## config.mk

```make
export PLATFORM = sky130hd
export DESIGN_NAME = scfg_port
export DESIGN_NICKNAME = d
export VERILOG_FILES = /design/src/rtl/scfg_pkg.sv /design/src/rtl/scfg_sync.sv /design/src/rtl/scfg_shift.sv /design/src/rtl/scfg_reg.sv /design/src/rtl/scfg_port.sv
export SDC_FILE = /design/constraint.sdc
export NUM_CORES = 1
export LEC_CHECK = 0
export BUFFER_PORTS_ARGS = -buffer_cell sky130_fd_sc_hd__buf_2
export CORE_MARGIN = 2
export CORE_UTILIZATION = 45
export CTS_BUF_LIST = sky130_fd_sc_hd__clkbuf_16
export CTS_CLUSTER_SIZE = 25
export DETAILED_ROUTE_END_ITERATION = 10
export SYNTH_ARGS = -nofsm -noshare
export SYNTH_HDL_FRONTEND = slang
export SYNTH_SLANG_ARGS = --single-unit
```

## constraint.sdc

```tcl
create_clock -name clk -period 2.08 [get_ports clk]
set_clock_uncertainty 0.2 [all_clocks]
set_input_delay 0.624 -clock clk [delete_from_list [all_inputs] [get_ports clk]]
set_output_delay 0.624 -clock clk [all_outputs]
set_load 0.01 [all_outputs]
```

## src/rtl/scfg_pkg.sv

```systemverilog
package scfg_pkg;
  localparam int WORD_W   = 16;
  localparam int PFX_W    = 6;
  localparam int EN_W     = 6;
  localparam int CNT_W    = $clog2(WORD_W + 1);
  localparam logic [PFX_W-1:0] PFX_VAL = 6'b011100;

  typedef struct packed {
    logic [1:0]      fs;
    logic            rate;
    logic [EN_W-1:0] en;
  } cfg_t;

  localparam cfg_t CFG_DEFAULT = '{fs: 2'b00, rate: 1'b0, en: '1};

  function automatic logic word_ok(input logic [WORD_W-1:0] w);
    return (w[WORD_W-1 -: PFX_W] == PFX_VAL) && (w[1:0] != 2'b11) && !w[3];
  endfunction

  function automatic cfg_t word_fields(input logic [WORD_W-1:0] w);
    cfg_t c;
    c.fs   = w[1:0];
    c.rate = w[2];
    c.en   = w[4 +: EN_W];
    return c;
  endfunction
endpackage

```

## src/rtl/scfg_sync.sv

```systemverilog
module scfg_sync #(
  parameter int N = 3
) (
  input  logic         clk,
  input  logic         rst_n,
  input  logic [N-1:0] async_i,
  output logic [N-1:0] level_o,
  output logic [N-1:0] rise_o
);
  for (genvar i = 0; i < N; i++) begin : g_bit
    logic s1, s2, s3;
    always_ff @(posedge clk or negedge rst_n) begin
      if (!rst_n) begin
        s1 <= 1'b0;
        s2 <= 1'b0;
        s3 <= 1'b0;
      end else begin
        s1 <= async_i[i];
        s2 <= s1;
        s3 <= s2;
      end
    end
    assign level_o[i] = s2;
    assign rise_o[i]  = s2 & ~s3;
  end
endmodule

```

## src/rtl/scfg_shift.sv

```systemverilog
module scfg_shift
  import scfg_pkg::*;
(
  input  logic              clk,
  input  logic              rst_n,
  input  logic              shift_evt,
  input  logic              bit_in,
  input  logic              latch_evt,
  output logic [WORD_W-1:0] word,
  output logic [CNT_W-1:0]  bit_cnt,
  output logic              cnt_full
);
  assign cnt_full = (bit_cnt == CNT_W'(WORD_W));

  always_ff @(posedge clk or negedge rst_n) begin
    if (!rst_n) begin
      word    <= '0;
      bit_cnt <= '0;
    end else begin
      if (shift_evt) word <= {word[WORD_W-2:0], bit_in};
      if (latch_evt)                  bit_cnt <= '0;
      else if (shift_evt && !cnt_full) bit_cnt <= bit_cnt + 1'b1;
    end
  end
endmodule

```

## src/rtl/scfg_reg.sv

```systemverilog
module scfg_reg
  import scfg_pkg::*;
(
  input  logic              clk,
  input  logic              rst_n,
  input  logic              latch_evt,
  input  logic              cnt_full,
  input  logic [WORD_W-1:0] word,
  output logic              accept,
  output cfg_t              cfg
);
  assign accept = latch_evt & cnt_full & word_ok(word);

  always_ff @(posedge clk or negedge rst_n) begin
    if (!rst_n)      cfg <= CFG_DEFAULT;
    else if (accept) cfg <= word_fields(word);
  end
endmodule

```

## src/rtl/scfg_port.sv

```systemverilog
module scfg_port
  import scfg_pkg::*;
(
  input  logic            clk,
  input  logic            rst_n,
  input  logic            latch_i,
  input  logic            sclk_i,
  input  logic            sdat_i,
  output logic [1:0]      fs_sel,
  output logic            rate_dbl,
  output logic [EN_W-1:0] out_en
);
  logic [2:0]        lvl, rise;
  logic              latch_evt, shift_evt, bit_in;
  logic [WORD_W-1:0] word;
  logic [CNT_W-1:0]  bit_cnt;
  logic              cnt_full, accept;
  cfg_t              cfg;

  scfg_sync #(.N(3)) u_sync (
    .clk(clk), .rst_n(rst_n),
    .async_i({sdat_i, sclk_i, latch_i}),
    .level_o(lvl), .rise_o(rise)
  );

  assign latch_evt = rise[0];
  assign shift_evt = rise[1];
  assign bit_in    = lvl[2];

  scfg_shift u_shift (
    .clk(clk), .rst_n(rst_n), .shift_evt(shift_evt), .bit_in(bit_in),
    .latch_evt(latch_evt), .word(word), .bit_cnt(bit_cnt), .cnt_full(cnt_full)
  );

  scfg_reg u_reg (
    .clk(clk), .rst_n(rst_n), .latch_evt(latch_evt), .cnt_full(cnt_full),
    .word(word), .accept(accept), .cfg(cfg)
  );

  assign fs_sel   = cfg.fs;
  assign rate_dbl = cfg.rate;
  assign out_en   = cfg.en;
endmodule

```

==> results of run 1 <==
power breakdown:
group | leakage, nW | switching, mW | internal [mW]
Clock | 0.0724 | 0.259 | 0.432
Combinational | 0.296 | 0.0729 | 0.134
Sequential | 0.464 | 0.111 | 0.890
Total | 0.833 | 0.443 | 1.46
kinds of logic after synthesis:
family / share of synthesized area
fa+ha+maj: 0.0173
simple gates: 0.0822
mux: 0.202
xor+xnor: 0.0242
flops: 0.663
buf+inv: 0.0121
stage by stage:
step	instance area [um^2]	util	hold slack, ns
detailed placement	1590	0.521	0.135
finish	1730	0.566	0.0933
floorplan	1450	-	0.128
CTS	1730	0.566	0.0996
global route	1730	0.566	0.121
global placement	1590	0.521	0.134
worst min path at each step:
stage,endpoint,slack [ns],cells past startpoint
after floorplan,u_reg.cfg[6]$_DFFE_PN0P_,0.13,0
after global placement,u_sync.g_bit[0].s2$_DFF_PN0_,0.13,0
after detailed placement,u_sync.g_bit[0].s2$_DFF_PN0_,0.13,0
after CTS,u_shift.bit_cnt[2]$_DFFE_PN0P_,0.1,1
after global routing,u_shift.bit_cnt[2]$_DFFE_PN0P_,0.12,1
final,u_shift.bit_cnt[2]$_DFFE_PN0P_,0.09,1
cells in the final DEF (no fill, tap or decap):
cell | Yosys | routed
and4bb_1 | 1 | 1
dfstp_2 | 6 | 6
nor2_4 | 1 | 1
nor4b_1 | 1 | 1
and2b_2 | 1 | 1
mux2_2 | 25 | 25
mux2i_1 | 1 | 1
xor2_1 | 2 | 2
nor2b_1 | 2 | 2
clkinv_2 | 0 | 1
nand4_1 | 2 | 2
nor2_1 | 5 | 5
and3b_2 | 1 | 1
nand3_1 | 1 | 1
buf_4 | 0 | 2
dfrtp_1 | 32 | 32
clkinv_1 | 0 | 1
nand4b_2 | 1 | 1
buf_12 | 0 | 1
clkbuf_16 | 0 | 5
buf_2 | 2 | 13
ha_1 | 2 | 2
nand2_1 | 1 | 1
inv_1 | 2 | 3
xnor2_1 | 2 | 2
final cells by class:
| type | instances | area, um^2 | area share |
|---|---|---|---|
| Tap cell | 44 | 55.1 | 0.0318 |
| Clock inverter | 3 | 12.5 | 0.00724 |
| Inverter | 2 | 7.51 | 0.00434 |
| Multi-Input combinational cell | 49 | 470 | 0.272 |
| Sequential cell | 38 | 958 | 0.554 |
| Clock buffer | 5 | 125 | 0.0724 |
| Timing Repair Buffer | 16 | 100 | 0.0579 |
flip-flops by register name (all words and copies together), names as in the netlist:
name / cells
u_shift.bit_cnt: 5
u_sync.g_bit.s1: 3
u_shift.word: 16
u_reg.cfg: 9
u_sync.g_bit.s3: 2
u_sync.g_bit.s2: 3
layer usage:
metal | vias to the layer above | part of all wire
li1 | 356 | -
met1 | 365 | 0.48
met2 | 13 | 0.45
met3 | 3 | 0.048
met4 | 0 | 0.015
met5 | - | 0
worst max-delay path: stages (launching register included):
cell      delay (ns)
dfrtp_1         0.41
inv_1           0.07
ha_1            0.13
and4bb_1        0.24
nand4b_2        0.14
nor2_4          0.29
mux2_2          0.37
==> metrics.yaml, run 1 <==
synthesis:
  ys_ff_latch: 38
  synth_area_um2: 1450
  async_flop_share: 1.00
  synth.avg_cell_area_um2: 15.9
  synth_common_cells: "32 x dfrtp_1, 25 x mux2_2, 6 x dfstp_2"
  synth_seq_area_share: 0.663
  syn-instance-count: 91
  synth_cell_types: 20
  synth_edf_count: 0
  yosys.area.top_type: "dfrtp_1"
  synth_most_common_cell: "dfrtp_1"
  synth_top_area_frac: 0.554
  synth_flop_cell: "dfrtp_1"
  synth_area_leaders: "dfrtp_1 55%, mux2_2 19%, dfstp_2 11%"
  synth_nets: 98
  ys_warn_count: 0
route:
  vias: 737
  drt_iter0_markers: 16
  viasPerCell: 4.69
  wl_per_cell_um: 13.1
  final_antenna_net_count: 0
  route.detailed.drc: 0
  first_pass_iters: 2
  wl_mm: 2.05
layout:
  final_cells: 157
  diodes: 0
  drive_above_1_share: 0.504
  fillCellCount: 267
  areaGrowthSynthToFinish_pct: 19.6
  nNetsFinal: 119
place:
  io_buffer_count: 13
  pre_cts_ws_ns: 0.111
  dpl.cell_count: 149
  hpwl_mm: 1.37
  gp_congestion: 0.702
global_route:
  grt-ovfl-total: 0
  grt_use_total: 0.137
  grt_pass1_wl_mm: 3.54
  globalRouteMet1Util: 0.187
  met2_usage: 0.187
  grt_max_degree: 21
  antenna_found_initial: 0
  grt_pass1_vias: 753
  busiest_layer: "met2"
  use_met3: 0.0469
job:
  cap_viol_max_count: 0
setup_path:
  rr_worst_depth: 6
  crit_start: "u_shift.bit_cnt[0]$_DFFE_PN0P_"
  critical_path_class: "register to register"
  timing.critical_path.to: "u_reg.cfg[7]$_DFFE_PN0P_"
  critical_path_arrival_ns: 1.93
  path_max_fanout: 9
  r2r_start: "u_shift.bit_cnt[0]$_DFFE_PN0P_"
  end_kind: "register"
  critPathRequiredTime_ns: 2.04
  r2r_slack_ns: 0.11
  timing.rr.end: "u_reg.cfg[7]$_DFFE_PN0P_"
  start_kind: "register"
timing:
  min_period_ns: 1.97
  relSlewSlack: 0.694
  finalSetupViolCount: 0
  fin_tns_setup_ns: 0
  period_share: 0.947
  rsz0062_at_grt: "false"
  fmax_ghz: 0.508
  fin_ws_ns: 0.111
  worst_pin_slew_ns: 0.458
  slew_viol_final: 0
  hold_viol: 0
clock_network:
  cts-root-buf: "clkbuf_16"
  postCtsResizedCells: 0
  clkTransAtPathRegs_ns: 0.05
  cts_setup_buffers: 0
  tritoncts: "yes"
  cts_max_path_buffers: 2
  cts-buffers-inserted: 5
  cts_sinks: 38
  htree_levels: 2
  clock_latency_ns: 0.28
  cts_hold_buf: 0
floorplanning:
  die_area_um2: 3680
  num_rows: 20
  ioPinCount: 14
  dieHeight_um: 60.7
  die_w_um: 60.7
  fp.coreArea_um2: 3050
  initial_core_util: 0.474
run_status:
  status: "complete, no violations"
pwr:
  power.total_mw: 1.90
  leakagePower_nw: 0.833
  vdd_drop_max_v: 0.000688
  power_density_nw_per_um2: 1100
min_path:
  hold_path_class: "input pin to asynchronous set/reset pin"
Power figures use the tool's default switching activity.
==> run 2, diff against run 1 <==
--- a/config.mk
+++ b/config.mk
@@ -6,6 +6,7 @@
 export NUM_CORES = 1
 export LEC_CHECK = 0
 export BUFFER_PORTS_ARGS = -buffer_cell sky130_fd_sc_hd__buf_2
+export CORE_ASPECT_RATIO = 2
 export CORE_MARGIN = 2
 export CORE_UTILIZATION = 45
 export CTS_BUF_LIST = sky130_fd_sc_hd__clkbuf_16
==> metrics.yaml, run 2 (synthesis results as in run 1) <==
timing:
  worst_pin_slew_ns: 0.470  # +0.0115 ns
  fmax_ghz: 0.510  # +0.40%
  period_share: 0.943  # -0.00378
  fin_hold_ws_ns: 0.148  # +0.0543 ns
  finalSetupViolCount: 0  # unchanged
  fin_ws_ns: 0.119  # +0.00786 ns
  fin_tns_setup_ns: 0  # unchanged
  slew_viol_final: 0  # unchanged
  hold_viol: 0  # unchanged
  min_period_ns: 1.96  # -0.00786 ns
  rsz0062_at_grt: "false"
  relSlewSlack: 0.687  # -0.00763
pwr:
  leakagePower_nw: 0.822  # -1.3%
  vdd_drop_max_v: 0.000749  # +8.9%
  power_density_nw_per_um2: 1110  # +1.5%
route:
  wl_mm: 2.25  # +9.5%
  drt_iter0_markers: 15  # -1
  route.detailed.drc: 0  # unchanged
  wl_per_cell_um: 15.6  # +19%
  first_pass_iters: 4  # +2
  viasPerCell: 5.15  # +9.8%
  final_antenna_net_count: 0  # unchanged
  wl_met3_um: 64  # -35%
  dr.max_layer_used: "met4"
  dr_wl_met2_mm: 1.24  # +34%
  vias: 742  # +0.68%
  wl_met1_um: 883  # -11%
run_status:
  status: "complete, no violations"
setup_path:
  critical_path_class: "register to register"
  cp_top_family: "simple AND/OR/NAND/NOR gates"
  cp.depth: 6  # unchanged
  path_max_fanout: 9  # unchanged
  cpPeakStageDelay_ns: 0.42  # about the same
  crit_chain: "inv_1, ha_1, and4bb_1, nand4b_2, nor2_4, mux2_2"
  end_kind: "register"
  rr_worst_depth: 6  # unchanged
  critPathRequiredTime_ns: 2.04  # about the same
  critPathBufInv: 1  # unchanged
  critical_path_arrival_ns: 1.92  # about the same
  start_kind: "register"
  crit_slowest_cell: "dfrtp_1"
layout:
  top_register: "u_shift.word"
  drive_above_1_share: 0.496  # -0.00885
  final_cells: 144  # -8.3%
  largest_reg_flops: 16  # unchanged
  layout_commonest_cell: "dfrtp_1"
  reg.largest.list: "u_shift.word (16), u_reg.cfg (9), u_shift.bit_cnt (5)"
  design_area_um2: 1700  # -1.7%
  diodes: 0  # unchanged
  nNetsFinal: 119  # unchanged
  final_cell_mix: "32 x dfrtp_1, 25 x mux2_2, 13 x buf_2"
  areaGrowthSynthToFinish_pct: 17.5
  fillCellCount: 259  # -3.0%
min_path:
  hold_path_class: "register to register"
  worstHoldPathCells: 0
global_route:
  grt_max_degree: 39  # +86%
  grt-ovfl-total: 0  # unchanged
  grt_pass1_wl_mm: 3.84  # +8.4%
  antenna_found_initial: 0  # unchanged
  grt_pass1_vias: 767  # +1.9%
  grt_use_total: 0.145  # +0.00775
floorplanning:
  ioPinCount: 14  # unchanged
  die_w_um: 44.1  # -27%
  dieHeight_um: 84.2  # +39%
  fp.coreArea_um2: 3120  # +2.2%
  num_rows: 29  # +45%
  initial_core_util: 0.464  # -0.0103
  die_area_um2: 3710  # +0.74%
place:
  pre_cts_ws_ns: 0.0646  # -0.0465 ns
  dpl.cell_count: 136  # -8.7%
  gp_congestion: 0.680  # -3.1%
  place_area_um2: 1560  # -1.8%
  io_buffer_count: 13  # unchanged
  hpwl_mm: 1.56  # +14%
clock_network:
  clock_latency_ns: 0.27  # about the same
  cts_max_path_buffers: 2  # unchanged
  cts_setup_buffers: 0  # unchanged
  tritoncts: "yes"
  cts_sinks: 38  # unchanged
  cts-root-buf: "clkbuf_16"
  clkTransAtPathRegs_ns: 0.05  # about the same
  cts-buffers-inserted: 5  # unchanged
  htree_levels: 2  # unchanged
job:
  cap_viol_max_count: 0  # unchanged
==> run 2: cell count changes in the layout (fill, tap and decap cells not counted) <==
cell,before,now
buf_12,1,0
buf_4,2,3
clkinv_2,1,0
clkinv_1,1,3
inv_1,3,2
==> run 2: repair_timing <==
item                                    4_1_cts  5_1_grt
hold buffers                                  0        0
endpoints found under the setup margin        0        3
gates resized for setup                       0        0
==> run 2: metrics by stage <==
stage | power (mW) | util
detailed placement | 1.22 | 0.501
floorplan | 1.14 | -
CTS | 1.92 | 0.545
finish | 1.89 | 0.545
global placement | 1.21 | 0.501
global route | 1.99 | 0.545
==> run 2: worst reg2reg max path, delay by kind of cell (launching register included) <==
| family | cells | cell delay, ns |
|---|---|---|
| adders and majority gates | 1 | 0.13 |
| buffers and inverters | 1 | 0.07 |
| DFF | 1 | 0.42 |
| muxes | 1 | 0.37 |
| and+or+nand+nor | 3 | 0.66 |
==> run 2: final cells by class <==
class	instances	area, um^2	area share
sequential	38	958	0.564
multi-input combinational	49	470	0.277
clock buffer	5	125	0.0736
timing repair buffer	16	87.6	0.0515
tap	31	38.8	0.0228
clock inverter	3	11.3	0.00663
inverter	2	7.51	0.00442
==> run 2: path summary, 6_finish.rpt <==
path	start	end	slack, ns
max	u_shift.bit_cnt[0]$_DFFE_PN0P_	u_reg.cfg[7]$_DFFE_PN0P_	0.12
min	u_sync.g_bit[1].s1$_DFF_PN0_	u_sync.g_bit[1].s2$_DFF_PN0_	0.15
max reg2reg	u_shift.bit_cnt[0]$_DFFE_PN0P_	u_reg.cfg[7]$_DFFE_PN0P_	0.12
min reg2reg	u_sync.g_bit[1].s1$_DFF_PN0_	u_sync.g_bit[1].s2$_DFF_PN0_	0.15
max in group asynchronous	rst_n	u_reg.cfg[4]$_DFFE_PN1P_	1.13
min in group asynchronous	rst_n	u_shift.bit_cnt[4]$_DFFE_PN0P_	0.19
==> run 2: routing by layer <==
layer,up-vias,global-route usage
met5,-,0
met4,0,0.0826
met3,5,0.0387
met2,11,0.231
met1,370,0.168
li1,356,-
==> run 2: power by group <==
part / switching (mW) / internal [mW]
clock: 0.260 / 0.430
combinational: 0.0718 / 0.132
sequential: 0.111 / 0.889
total: 0.442 / 1.45
==> run 3, diff against run 2 <==
--- a/config.mk
+++ b/config.mk
@@ -7,7 +7,6 @@
 export LEC_CHECK = 0
 export BUFFER_PORTS_ARGS = -buffer_cell sky130_fd_sc_hd__buf_2
 export CORE_ASPECT_RATIO = 2
-export CORE_MARGIN = 2
 export CORE_UTILIZATION = 45
 export CTS_BUF_LIST = sky130_fd_sc_hd__clkbuf_16
 export CTS_CLUSTER_SIZE = 25
==> metrics.yaml, run 3 (synthesis results as in run 1) <==
route:
  vias: 770  # +3.8%
  wl_mm: 2.21  # -1.8%
  viasPerCell: 5.42  # +5.2%
  final_antenna_net_count: 0  # unchanged
  route.detailed.drc: 0  # unchanged
  drt_iter0_markers: 5  # -10
  first_pass_iters: 2  # -2
  wl_per_cell_um: 15.5  # -0.44%
run_status:
  status: "complete, no violations"
floorplanning:
  initial_core_util: 0.480  # +0.0166
  fp.coreArea_um2: 3010  # -3.4%
  dieHeight_um: 82.2  # -2.4%
  die_area_um2: 3460  # -6.8%
  die_w_um: 42.1  # -4.5%
  num_rows: 28  # -3.4%
  ioPinCount: 14  # unchanged
clock_network:
  cts_hold_buf: 0  # unchanged
  cts_setup_buffers: 0  # unchanged
  cts-root-buf: "clkbuf_16"
  tritoncts: "yes"
  cts_max_path_buffers: 2  # unchanged
  cts_sinks: 38  # unchanged
  postCtsResizedCells: 0  # unchanged
  htree_levels: 2  # unchanged
  cts-buffers-inserted: 5  # unchanged
  clock_latency_ns: 0.27  # about the same
  clkTransAtPathRegs_ns: 0.05  # about the same
layout:
  layout_commonest_cell: "dfrtp_1"
  register_area_um2: 958  # unchanged
  design_area_um2: 1720  # +1.2%
  final_cell_mix: "32 x dfrtp_1, 25 x mux2_2, 13 x buf_2"
  multi_input_area_um2: 470  # unchanged
  fillCellCount: 246  # -5.0%
  final_cells: 142  # -1.4%
  reg.largest.list: "u_shift.word (16), u_reg.cfg (9), u_shift.bit_cnt (5)"
  areaGrowthSynthToFinish_pct: 18.9
  drive_above_1_share: 0.500  # +0.00442
  top_register: "u_shift.word"
  diodes: 0  # unchanged
  largest_reg_flops: 16  # unchanged
  nNetsFinal: 119  # unchanged
timing:
  fmax_ghz: 0.506  # -0.84%
  finalSetupViolCount: 0  # unchanged
  relSlewSlack: 0.744  # +0.0572
  slew_viol_final: 0  # unchanged
  fin_tns_setup_ns: 0  # unchanged
  min_period_ns: 1.98  # +0.0167 ns
  rsz0062_at_grt: "false"
  period_share: 0.951  # +0.00802
  hold_viol: 0  # unchanged
  worst_pin_slew_ns: 0.379  # -0.0912 ns
setup_path:
  path_max_fanout: 9  # unchanged
  critical_path_class: "register to register"
  r2r_start: "u_shift.bit_cnt[0]$_DFFE_PN0P_"
  critical_path_arrival_ns: 1.93  # about the same
  r2r_slack_ns: 0.10  # -0.02 ns
  critPathRequiredTime_ns: 2.04  # about the same
  timing.rr.end: "u_reg.cfg[6]$_DFFE_PN0P_"
  end_kind: "register"
  start_kind: "register"
  rr_worst_depth: 6  # unchanged
place:
  hpwl_mm: 1.62  # +3.9%
  io_buffer_count: 13  # unchanged
  place_area_um2: 1590  # +1.5%
  dpl.cell_count: 135  # -0.74%
  gp_congestion: 0.713  # +4.8%
global_route:
  grt-ovfl-total: 0  # unchanged
  grt_pass1_wl_mm: 3.72  # -3.1%
  grt_pass1_vias: 797  # +3.9%
  antenna_found_initial: 0  # unchanged
  grt_max_degree: 24  # -38%
  grt_use_total: 0.147  # +0.00244
job:
  cap_viol_max_count: 0  # unchanged
min_path:
  hold_path_class: "input pin to asynchronous set/reset pin"
pwr:
  leakagePower_nw: 0.836  # +1.7%
  power_density_nw_per_um2: 1100  # -1.5%
  vdd_drop_max_v: 0.00102  # +36%
  power.total_mw: 1.89  # -0.32%
==> run 3: worst max path at each step <==
stage / start / end / slack, ns / depth (start not counted)
2_1_floorplan: u_shift.bit_cnt[0]$_DFFE_PN0P_ / u_reg.cfg[6]$_DFFE_PN0P_ / 0.25 / 6
6_report: u_shift.bit_cnt[0]$_DFFE_PN0P_ / u_reg.cfg[6]$_DFFE_PN0P_ / 0.10 / 6
3_5_place_dp: u_shift.bit_cnt[0]$_DFFE_PN0P_ / u_reg.cfg[7]$_DFFE_PN0P_ / 0.08 / 6
5_1_grt: u_shift.bit_cnt[0]$_DFFE_PN0P_ / u_reg.cfg[7]$_DFFE_PN0P_ / 0.007 / 6
4_1_cts: u_shift.bit_cnt[0]$_DFFE_PN0P_ / u_reg.cfg[6]$_DFFE_PN0P_ / 0.07 / 6
3_3_place_gp: u_shift.word[11]$_DFFE_PN0P_ / u_reg.cfg[6]$_DFFE_PN0P_ / 0.14 / 4
==> run 3: critical path: stages (launching register included) <==
cell and delay, ns:
dfrtp_1 0.42, inv_1 0.07, ha_1 0.13, and4bb_1 0.25
nand4b_2 0.15, nor2_4 0.28, mux2_2 0.37
==> run 3: cell type report <==
| cell class | instances | area share |
|---|---|---|
| sequential | 38 | 0.557 |
| inverter | 2 | 0.00437 |
| multi-input combinational | 49 | 0.274 |
| clock inverter | 2 | 0.00437 |
| timing repair buffer | 16 | 0.0655 |
| tap | 30 | 0.0218 |
| clock buffer | 5 | 0.0728 |
==> run 3: per-stage QoR <==
stage                     setup WS, ns  utilization  hold WS, ns
after floorplan                  0.250            -        0.128
after global placement           0.135        0.527        0.133
after detailed placement        0.0780        0.527        0.139
after CTS                       0.0707        0.571       0.0756
after global routing           0.00704        0.571       0.0968
final                            0.102        0.571       0.0647
==> run 3: where the power goes <==
group | switching, mW | internal [mW] | total [mW]
registers | 0.110 | 0.890 | 1.00
logic | 0.0748 | 0.138 | 0.212
clock network | 0.248 | 0.427 | 0.675
==> run 3: metal layers <==
metal | track usage | share of wire | up-vias
met3 | 0.0413 | 0.030 | 4
li1 | - | - | 354
met1 | 0.154 | 0.37 | 401
met4 | 0.0750 | 0.022 | 0
met2 | 0.266 | 0.57 | 11
met5 | 0 | 0 | -
